[src/rtl/pdma_pkg.sv]
package pdma_pkg;

    typedef enum logic [2:0] {
        ST_IDLE,
        ST_ARM,
        ST_FETCH,
        ST_STORE,
        ST_PAUSE
    } pdma_state_e;

    localparam logic [7:0] OFS_CTRL = 8'h00;
    localparam logic [7:0] OFS_SRC  = 8'h04;
    localparam logic [7:0] OFS_DST  = 8'h08;
    localparam logic [7:0] OFS_CNT  = 8'h0C;
    localparam logic [7:0] OFS_PACE = 8'h18;

    localparam int CTRL_RUN_BIT   = 31;
    localparam int CTRL_FIXED_BIT = 5;
    localparam int PACE_BLK_LSB   = 8;
    localparam int PACE_WAIT_LSB  = 0;

endpackage

[src/rtl/pdma_regs.sv]
module pdma_regs
    import pdma_pkg::*;
#(
    parameter int ADDR_W = 32,
    parameter int DATA_W = 32,
    parameter int WAIT_W = 4,
    parameter int BLK_W  = 7,
    parameter int REG_AW = 8
) (
    input  logic              clk,
    input  logic              rst_n,
    input  logic              reg_we,
    input  logic [REG_AW-1:0] reg_addr,
    input  logic [DATA_W-1:0] reg_wdata,
    output logic [DATA_W-1:0] reg_rdata,
    input  logic              active,
    input  logic              step,
    output logic              run,
    output logic [ADDR_W-1:0] src_addr,
    output logic [ADDR_W-1:0] dst_addr,
    output logic [ADDR_W-1:0] byte_cnt,
    output logic [WAIT_W-1:0] wait_cyc,
    output logic [BLK_W-1:0]  blk_len
);

    localparam int STEP = DATA_W / 8;
    localparam logic [ADDR_W-1:0] STEP_V = ADDR_W'(STEP);
    localparam logic [ADDR_W-1:0] CNT_MASK = ~(ADDR_W'(STEP - 1));

    logic [DATA_W-2:0] ctrl_q;
    logic              run_q;
    logic [ADDR_W-1:0] src_q, dst_q, cnt_q;
    logic [WAIT_W-1:0] wait_q;
    logic [BLK_W-1:0]  blk_q;
    logic              locked;

    assign locked = run_q | active;

    always_ff @(posedge clk or negedge rst_n) begin
        if (!rst_n) begin
            ctrl_q <= '0;
            run_q  <= 1'b0;
            src_q  <= '0;
            dst_q  <= '0;
            cnt_q  <= '0;
            wait_q <= '0;
            blk_q  <= '0;
        end else begin
            if (step) begin
                dst_q <= dst_q + STEP_V;
                cnt_q <= cnt_q - STEP_V;
                if (!ctrl_q[CTRL_FIXED_BIT]) begin
                    src_q <= src_q + STEP_V;
                end
                if (cnt_q == STEP_V) begin
                    run_q <= 1'b0;
                end
            end
            if (reg_we) begin
                if (reg_addr == REG_AW'(OFS_CTRL)) begin
                    if (!locked) begin
                        ctrl_q <= reg_wdata[DATA_W-2:0];
                        run_q  <= reg_wdata[CTRL_RUN_BIT] && (cnt_q != '0);
                    end else if (!reg_wdata[CTRL_RUN_BIT]) begin
                        run_q <= 1'b0;
                    end
                end else if (!locked) begin
                    if (reg_addr == REG_AW'(OFS_SRC)) begin
                        src_q <= reg_wdata[ADDR_W-1:0];
                    end else if (reg_addr == REG_AW'(OFS_DST)) begin
                        dst_q <= reg_wdata[ADDR_W-1:0];
                    end else if (reg_addr == REG_AW'(OFS_CNT)) begin
                        cnt_q <= reg_wdata[ADDR_W-1:0] & CNT_MASK;
                    end else if (reg_addr == REG_AW'(OFS_PACE)) begin
                        wait_q <= reg_wdata[PACE_WAIT_LSB +: WAIT_W];
                        blk_q  <= reg_wdata[PACE_BLK_LSB +: BLK_W];
                    end
                end
            end
        end
    end

    always_comb begin
        reg_rdata = '0;
        if (reg_addr == REG_AW'(OFS_CTRL)) begin
            reg_rdata = {run_q, ctrl_q};
        end else if (reg_addr == REG_AW'(OFS_SRC)) begin
            reg_rdata = DATA_W'(src_q);
        end else if (reg_addr == REG_AW'(OFS_DST)) begin
            reg_rdata = DATA_W'(dst_q);
        end else if (reg_addr == REG_AW'(OFS_CNT)) begin
            reg_rdata = DATA_W'(cnt_q);
        end else if (reg_addr == REG_AW'(OFS_PACE)) begin
            reg_rdata[PACE_WAIT_LSB +: WAIT_W] = wait_q;
            reg_rdata[PACE_BLK_LSB +: BLK_W]   = blk_q;
        end
    end

    assign run      = run_q;
    assign src_addr = src_q;
    assign dst_addr = dst_q;
    assign byte_cnt = cnt_q;
    assign wait_cyc = wait_q;
    assign blk_len  = blk_q;

endmodule

[src/rtl/pdma_fsm.sv]
module pdma_fsm
    import pdma_pkg::*;
#(
    parameter int DATA_W = 32,
    parameter int WAIT_W = 4,
    parameter int BLK_W  = 7
) (
    input  logic              clk,
    input  logic              rst_n,
    input  logic              run,
    input  logic              last_word,
    input  logic              periph_req,
    input  logic [WAIT_W-1:0] wait_cyc,
    input  logic [BLK_W-1:0]  blk_len,
    input  logic              bus_ready,
    input  logic [DATA_W-1:0] bus_rdata,
    output logic              bus_req,
    output logic              bus_we,
    output logic [DATA_W-1:0] bus_wdata,
    output logic              step,
    output logic              active,
    output pdma_state_e       state
);

    localparam int BEAT_W = BLK_W + 1;

    pdma_state_e       state_q, state_d;
    logic [BEAT_W-1:0] beats_q;
    logic [WAIT_W-1:0] gap_q;
    logic [DATA_W-1:0] data_q;

    always_ff @(posedge clk or negedge rst_n) begin
        if (!rst_n) begin
            state_q <= ST_IDLE;
        end else begin
            state_q <= state_d;
        end
    end

    always_comb begin
        state_d = state_q;
        unique case (state_q)
            ST_IDLE: begin
                if (run) state_d = ST_ARM;
            end
            ST_ARM: begin
                if (!run)            state_d = ST_IDLE;
                else if (periph_req) state_d = ST_FETCH;
            end
            ST_FETCH: begin
                if (bus_ready) state_d = ST_STORE;
            end
            ST_STORE: begin
                if (bus_ready) begin
                    if (last_word || !run)       state_d = ST_IDLE;
                    else if (wait_cyc != '0)     state_d = ST_PAUSE;
                    else if (beats_q == BEAT_W'(1)) state_d = ST_ARM;
                    else                         state_d = ST_FETCH;
                end
            end
            ST_PAUSE: begin
                if (!run) begin
                    state_d = ST_IDLE;
                end else if (gap_q == WAIT_W'(1)) begin
                    state_d = (beats_q == '0) ? ST_ARM : ST_FETCH;
                end
            end
            default: state_d = ST_IDLE;
        endcase
    end

    always_ff @(posedge clk or negedge rst_n) begin
        if (!rst_n) begin
            beats_q <= '0;
            gap_q   <= '0;
            data_q  <= '0;
        end else begin
            if (state_q == ST_ARM && state_d == ST_FETCH) begin
                beats_q <= BEAT_W'(blk_len) + BEAT_W'(1);
            end else if (state_q == ST_STORE && bus_ready) begin
                beats_q <= beats_q - BEAT_W'(1);
            end
            if (state_q == ST_STORE && bus_ready) begin
                gap_q <= wait_cyc;
            end else if (state_q == ST_PAUSE) begin
                gap_q <= gap_q - WAIT_W'(1);
            end
            if (state_q == ST_FETCH && bus_ready) begin
                data_q <= bus_rdata;
            end
        end
    end

    always_comb begin
        bus_req = 1'b0;
        bus_we  = 1'b0;
        step    = 1'b0;
        unique case (state_q)
            ST_FETCH: begin
                bus_req = 1'b1;
            end
            ST_STORE: begin
                bus_req = 1'b1;
                bus_we  = 1'b1;
                step    = bus_ready;
            end
            default: begin
                bus_req = 1'b0;
            end
        endcase
    end

    assign bus_wdata = data_q;
    assign active    = (state_q != ST_IDLE);
    assign state     = state_q;

endmodule

[src/rtl/pdma_channel.sv]
module pdma_channel
    import pdma_pkg::*;
#(
    parameter int ADDR_W = 32,
    parameter int DATA_W = 32,
    parameter int WAIT_W = 4,
    parameter int BLK_W  = 7,
    parameter int REG_AW = 8
) (
    input  logic              clk,
    input  logic              rst_n,
    input  logic              reg_we,
    input  logic [REG_AW-1:0] reg_addr,
    input  logic [DATA_W-1:0] reg_wdata,
    output logic [DATA_W-1:0] reg_rdata,
    input  logic              periph_req,
    output logic              bus_req,
    output logic              bus_we,
    output logic [ADDR_W-1:0] bus_addr,
    output logic [DATA_W-1:0] bus_wdata,
    input  logic [DATA_W-1:0] bus_rdata,
    input  logic              bus_ready
);

    localparam logic [ADDR_W-1:0] STEP_V = ADDR_W'(DATA_W / 8);

    logic              run_w, step_w, active_w, last_w;
    logic [ADDR_W-1:0] src_w, dst_w, cnt_w;
    logic [WAIT_W-1:0] wait_w;
    logic [BLK_W-1:0]  blk_w;
    pdma_state_e       state_w;

    pdma_regs #(
        .ADDR_W(ADDR_W), .DATA_W(DATA_W), .WAIT_W(WAIT_W),
        .BLK_W(BLK_W), .REG_AW(REG_AW)
    ) u_regs (
        .clk      (clk),
        .rst_n    (rst_n),
        .reg_we   (reg_we),
        .reg_addr (reg_addr),
        .reg_wdata(reg_wdata),
        .reg_rdata(reg_rdata),
        .active   (active_w),
        .step     (step_w),
        .run      (run_w),
        .src_addr (src_w),
        .dst_addr (dst_w),
        .byte_cnt (cnt_w),
        .wait_cyc (wait_w),
        .blk_len  (blk_w)
    );

    assign last_w = (cnt_w == STEP_V);

    pdma_fsm #(
        .DATA_W(DATA_W), .WAIT_W(WAIT_W), .BLK_W(BLK_W)
    ) u_fsm (
        .clk       (clk),
        .rst_n     (rst_n),
        .run       (run_w),
        .last_word (last_w),
        .periph_req(periph_req),
        .wait_cyc  (wait_w),
        .blk_len   (blk_w),
        .bus_ready (bus_ready),
        .bus_rdata (bus_rdata),
        .bus_req   (bus_req),
        .bus_we    (bus_we),
        .bus_wdata (bus_wdata),
        .step      (step_w),
        .active    (active_w),
        .state     (state_w)
    );

    assign bus_addr = bus_we ? dst_w : src_w;

endmodule

[config.mk]
export PLATFORM = sky130hd
export DESIGN_NAME = pdma_channel
export DESIGN_NICKNAME = d
export VERILOG_FILES = /design/src/rtl/pdma_pkg.sv /design/src/rtl/pdma_regs.sv /design/src/rtl/pdma_fsm.sv /design/src/rtl/pdma_channel.sv
export SDC_FILE = /design/constraint.sdc
export NUM_CORES = 1
export LEC_CHECK = 0
export CAP_MARGIN = 25
export CORE_ASPECT_RATIO = 2
export CORE_MARGIN = 4
export CORE_UTILIZATION = 45
export CTS_CLUSTER_SIZE = 12
export DETAILED_ROUTE_END_ITERATION = 7
export GPL_ROUTABILITY_DRIVEN = 0
export GPL_TIMING_DRIVEN = 0
export PLACE_DENSITY = 0.69
export SLEW_MARGIN = 25
export SYNTH_ARGS = -nofsm -noshare
export SYNTH_HDL_FRONTEND = slang
export SYNTH_SLANG_ARGS = --single-unit
[constraint.sdc]
create_clock -name clk -period 4.24 [get_ports clk]
set_input_delay 0.848 -clock clk [delete_from_list [all_inputs] [get_ports clk]]
set_output_delay 0.848 -clock clk [all_outputs]
set_load 0.05 [all_outputs]
After elaboration in Yosys (flattened, before gate mapping):

Cells that the tools add are included.

* bits in registers: 186
* logic and storage cells: 106
* input port bits: 77

* equal/unequal tests: 12
* add/subtract/negate cells: 6
* bitwise operators: 6
* reduce and logical (&&, ||, !) cells: 17
* mux-type cells: 54

Operator list (count)
* 32-bit 2-to-1 mux: 23
* 32-bit by 3-bit adder with 32-bit output, second input constant: 2
* 32-bit by 3-bit equality test with 1-bit output, second input constant: 1
* 32-bit nonzero test: 1
* 32-bit by 3-bit subtractor with 32-bit output, second input constant: 1
* 3-bit 2-to-1 mux: 9
* 4-bit 2-to-1 mux: 5
* 17-bit 2-to-1 mux: 1
* 8-bit by 4-bit equality test with 1-bit output, second input constant: 2
* 8-bit zero test: 2
* 8-bit 2-to-1 mux: 2
* 3-bit case mux with 5 select lines: 1
* 7-bit 2-to-1 mux: 2
* 3-bit by 2-bit equality test with 1-bit output, second input constant: 3
* 1-bit 2-to-1 mux: 9
* 7-bit by 1-bit adder with 8-bit output, second input constant: 1
* 8-bit by 1-bit equality test with 1-bit output, second input constant: 1
* 8-bit by 3-bit equality test with 1-bit output, second input constant: 1
* 8-bit by 5-bit equality test with 1-bit output, second input constant: 1
* 8-bit by 1-bit subtractor with 8-bit output, second input constant: 1
* 7-bit AND reduction: 1
* 1-bit NOT: 5
* 4-bit by 1-bit equality test with 1-bit output, second input constant: 1
* 1-bit logical AND: 4
* other kinds (13): 15

Logic depth before layout (Yosys ltp):

* depth in word-level cells: 9
* mapped depth: 9

Modules after synthesis:

A second synthesis with hierarchy kept.

* cell total of the unflattened synthesis: 1067
* area total of the unflattened synthesis: 11000.6 um2

By module, submodules not included
* pdma_regs: sequential area each 3428.3 um2, times used 1, cells an instance 833, area each 8117.8 um2
* pdma_fsm: sequential area each 1176.1 um2, times used 1, cells an instance 187, area each 2269.7 um2
* pdma_channel: sequential area each 0.0 um2, times used 1, cells an instance 47, area each 613.1 um2

Least setup slack after synthesis:

No wires, ideal clock.

* path kind: reg2out
* start: register u_fsm.state_q[1], in the netlist u_fsm.state[1]
* end: output bus_addr[14]
* stages on the path, launching flop included: 8
* required time: 3.392 ns
* path slack: 0.432 ns
* arrival: 2.960 ns
* cells stage by stage: dfrtp_1 buf_4 nor2b_1 nand2_1 clkinv_1 buf_1 nand2_1 nand2_1

* longest elaborated chain between the ends: 3

Ends and longest elaborated chain
* from (decl): RTL line pdma_fsm.sv:27 `pdma_state_e state_q, state_d;`
* from (signal assigned): RTL line pdma_fsm.sv:36 `state_q <= state_d;`
* 3-bit by 2-bit equality test with 1-bit output: RTL line pdma_fsm.sv:98 `unique case (state_q)`
* 1-bit 2-to-1 mux: RTL line pdma_fsm.sv:98
* named net bus_we: RTL line pdma_channel.sv:18 `output logic bus_we,`
* 32-bit 2-to-1 mux: RTL line pdma_channel.sv:75 `assign bus_addr = bus_we ? dst_w : src_w;`
* to (decl): RTL line pdma_channel.sv:19 `output logic [ADDR_W-1:0] bus_addr,`

The timed path passes the listed nets, and every way through them passes these cells.

Worst setup path in the final report:

* start: input reg_addr[3]
* end: output reg_rdata[23]

* longest elaborated chain between the ends: 5

Ends and longest elaborated chain
* from (decl): RTL line pdma_channel.sv:13 `input logic [REG_AW-1:0] reg_addr,`
* 8-bit by 4-bit equality test with 1-bit output: RTL line pdma_regs.sv:91 `end else if (reg_addr == REG_AW'(OFS_CNT)) begin`
* 17-bit 2-to-1 mux: RTL line pdma_regs.sv:91
* 32-bit 2-to-1 mux: RTL line pdma_regs.sv:89 `end else if (reg_addr == REG_AW'(OFS_DST)) begin`
* 32-bit 2-to-1 mux: RTL line pdma_regs.sv:87 `end else if (reg_addr == REG_AW'(OFS_SRC)) begin`
* 32-bit 2-to-1 mux *: RTL line pdma_regs.sv:85 `if (reg_addr == REG_AW'(OFS_CTRL)) begin`
* to (decl): RTL line pdma_channel.sv:15 `output logic [DATA_W-1:0] reg_rdata,`

Mark *: on every way between the ends. The rest lies on a longest branch, timed or not.

==> out/qor.yml <==
place_worst_setup_slack_ps: -578
multi_input_area_um2: 5590
wl_per_cell_um: 20.9
async_reset_ff_share_pct: 100
synth_top_area_share_pct: 43.8
required_ps: 3390
grt_pass1_vias: 9402
path_cells: "clkdlybuf4s50_1 -> clkbuf_2 -> buf_2 -> mux4_2 -> nor2b_1 -> clkdlybuf4s50_1"
rows: 78
drive_above_1_share_pct: 14.6
rr_endpoint: "u_regs.src_addr[19]$_DFF_PN0_"
hold_viol: 0
critPathKind: "in2out"
synth_nets: 1174
initial_core_util_pct: 46.0
die-area_um2: 26000
slew_headroom_pct: 46.6
clkSinkCount: 184
grt_max_degree: 92
viasPerCell: 5.78
crit-reg2reg-launch: "u_regs.src_addr[9]$_DFF_PN0_"
p_int_uw: 3000
ff2ff_path_depth: 6
fill_cells: 2056
r2r_slack_ps: 1590
antenna_found_initial: 0
ant_nets: 0
synth_top_family_by_area: "simple AND/OR/NAND/NOR gates"
path_buf_inv: 4
cp_max_fo: 10
ys_seq_elements: 184
p_clk_share_pct: 38.2
insertion_delay_ps: 450
synth_warnings: 0
synth_compound_area_share_pct: 9.03
ios: 175
numCtsBuffers: 17
comb_power_share_pct: 15.0
firstDrtPassIters: 5
synth_enable_flop_cells: 0
path_clk_slew_ps: 70
critPathTopFamily: "buffers and inverters"
place_inst: 1541
cts_tree: "yes"
root_buffer: "clkbuf_16"
ys.flop_type: "dfrtp_1"
htree_levels: 4
period_share_pct: 98.2
die_w_um: 116
seqPwrFrac_pct: 46.8
synthXorXnorAreaFrac_pct: 8.08
finClkSkew_ps: 12.5
area_delta_synth_final_pct: 25.8
track_usage_pct: 25.6
max_freq_mhz: 240
setup_viol: 0
crit_path_top_delay_cell: "clkdlybuf4s50_1"
synth_mux_area_share_pct: 15.1
p_per_area_nw_per_um2: 318
synthSimpleGateAreaFrac_pct: 19.8
grt_pass1_wl_um: 50400
drc: 0
grt_overflow: 0
status: "completed"
seq_area_frac_synth_pct: 43.8
synth_area_um2: 10500
switching_power_uw: 1200
synthAdderAreaFrac_pct: 1.19
synth_cells: 1087
crit_path_frequent_cell: "clkdlybuf4s50_1"
slowest_delay_ps: 720
peakVddDrop_mv: 0.286
hp-class: "in2async"
port_buffers: 172
clockBufferDepth: 2
seq_area_um2: 4600
core_um2: 22800
cp-endpoint: "reg_rdata[23]"
endpoint_kind: "output pin"
drt-total-wl_um: 33000
worst_ep_arrival_time_ps: 3310
yosysTopAreaCell: "dfrtp_1"
tightest_slew_ps: 795
swShare_pct: 28.6
cp.depth: 6
hpwl_um: 25200
stdcell_count: 1574
slew_violations: 0
syn_area_per_cell_um2: 9.67
diodes: 0
die_y_um: 224
yosys-top-cells-area: "dfrtp_1 (44%), mux2_2 (8.9%), nand2_1 (5.6%)"
setup.worst_path.start: "reg_addr[3]"
timing.critical_path.from_type: "input port"
cap_viol_max_count: 0
layout_setup_ws_ps: 78.0
layout.nets: 1368
drt_iter0_markers: 624
p_leak_uw: 0.00588
rsz0062_at_grt: "false"
vias: 9102
ys_types: 58
period_minus_slack_ps: 4160
==> worst min path at each step <==
stage / startpoint / end
CTS: rst_n / u_regs.ctrl_q[6]$_DFFE_PN0P_
detailed placement: u_fsm.bus_wdata[26]$_DFFE_PN0P_ / u_fsm.bus_wdata[26]$_DFFE_PN0P_
finish: rst_n / u_regs.ctrl_q[6]$_DFFE_PN0P_
global route: rst_n / u_regs.ctrl_q[6]$_DFFE_PN0P_
global placement: u_fsm.bus_wdata[26]$_DFFE_PN0P_ / u_fsm.bus_wdata[26]$_DFFE_PN0P_
floorplan: u_regs.src_addr[0]$_DFFE_PN0P_ / u_regs.src_addr[0]$_DFFE_PN0P_
==> power by group through the flow <==
stage                     Combinational [uW]  Clock (uW)  Sequential [uW]
after floorplan                          334           0             2000
after global placement                   619           0             2000
after detailed placement                 633           0             2000
after CTS                                636        1620             1960
after global routing                     681        1700             1980
final                                    632        1610             1970
==> final cells by class <==
class / count / area share (%)
Clock buffer: 18 / 3.24
Tap cell: 280 / 2.65
Multi-Input combinational cell: 827 / 42.3
Sequential cell: 184 / 34.8
Clock inverter: 14 / 1.14
Inverter: 15 / 0.435
Buffer: 61 / 2.08
Timing Repair Buffer: 175 / 13.4
==> per-layer routing <==
layer  wire (um)  GRT usage (%)  share of wire (%)
met5           0              0                  0
met3        1790           4.68                5.4
met1       11300           26.1                 34
met2       18000           47.4                 55
met4        1930           14.7                5.9
==> cells in the mapped netlist, types with 4 or more instances <==
cell type / instances
a211oi_1: 6
a21oi_1: 78
a31oi_1: 8
and2_1: 5
and3_1: 8
and4_1: 4
buf_2: 22
clkbuf_1: 34
dfrtp_1: 184
ha_1: 10
inv_1: 14
mux2_2: 83
mux2i_1: 10
mux4_2: 24
nand2_1: 157
nand2b_1: 8
nand3_1: 32
nand3b_1: 6
nand4_1: 13
nor2_1: 122
nor2b_1: 23
nor3_1: 22
nor3_2: 4
nor4_1: 10
o21a_1: 6
o21ai_0: 54
xnor2_1: 59
xor2_1: 38
==> worst register-to-register path: stages (launching register included) <==
cell and delay, ps:
dfrtp_1 490, nand3_1 160, nor3_1 670, nand3_1 570, nor2_1 380, xnor2_1 160, o21ai_0 90
==> repair_timing <==
action | in CTS | in global routing
hold buffers | 0 | 0
resized for setup | 33 | 9
pin swaps | 1 | 1
setup buffers | 1 | 0
endpoints found under the setup margin | 37 | 38
==> registers in the layout, indices dropped and copies added (netlist names) <==
register,flops
u_regs.blk_len,7
u_regs.byte_cnt,30
u_fsm.beats_q,8
u_regs.src_addr,32
u_fsm.gap_q,4
u_regs.dst_addr,32
u_fsm.state,3
u_regs.wait_cyc,4
u_fsm.bus_wdata,32
u_regs.run,1
u_regs.ctrl_q,31
==> layout by cell type (no fill, tap or decap), types with 13 or more instances in the layout <==
master / netlist / final
dfrtp_1: 184 / 184
nand2_1: 157 / 157
clkdlybuf4s50_1: 0 / 144
nor2_1: 122 / 121
mux2_2: 83 / 83
a21oi_1: 78 / 78
xnor2_1: 59 / 59
o21ai_0: 54 / 54
xor2_1: 38 / 38
nand3_1: 32 / 32
clkbuf_1: 34 / 31
mux4_2: 24 / 24
dlygate4sd2_1: 0 / 24
buf_2: 22 / 23
nor2b_1: 23 / 23
nor3_1: 22 / 22
clkbuf_16: 0 / 17
inv_1: 14 / 14
nand4_1: 13 / 13
==> metrics by stage <==
| step | hold WS [ps] | utilization, % | power (uW) | instance area, um2 | setup TNS (ps) |
|---|---|---|---|---|---|
| 2_1_floorplan | 462 | - | 2340 | 10500 | 0 |
| 4_1_cts | 182 | 57.9 | 4220 | 13200 | 0 |
| 3_5_place_dp | 476 | 55.4 | 2630 | 12600 | -14660 |
| 6_report | 194 | 57.9 | 4210 | 13200 | 0 |
| 5_1_grt | 180 | 57.9 | 4360 | 13200 | 0 |
| 3_3_place_gp | 468 | 55.1 | 2610 | 12600 | -1036640 |
==> cell families (layout without fill, tap and decap cells) <==
logic type                 Yosys count  after routing
buffers and inverters               76            283
and+or+nand+nor                    432            432
muxes                              118            118
adders and majority gates           10             10
xor gates and xnor gates            97             97
DFF                                184            184
AOI/OAI and AO/OA                  170            170
Note: power is estimated with default switching activity, not from simulation.
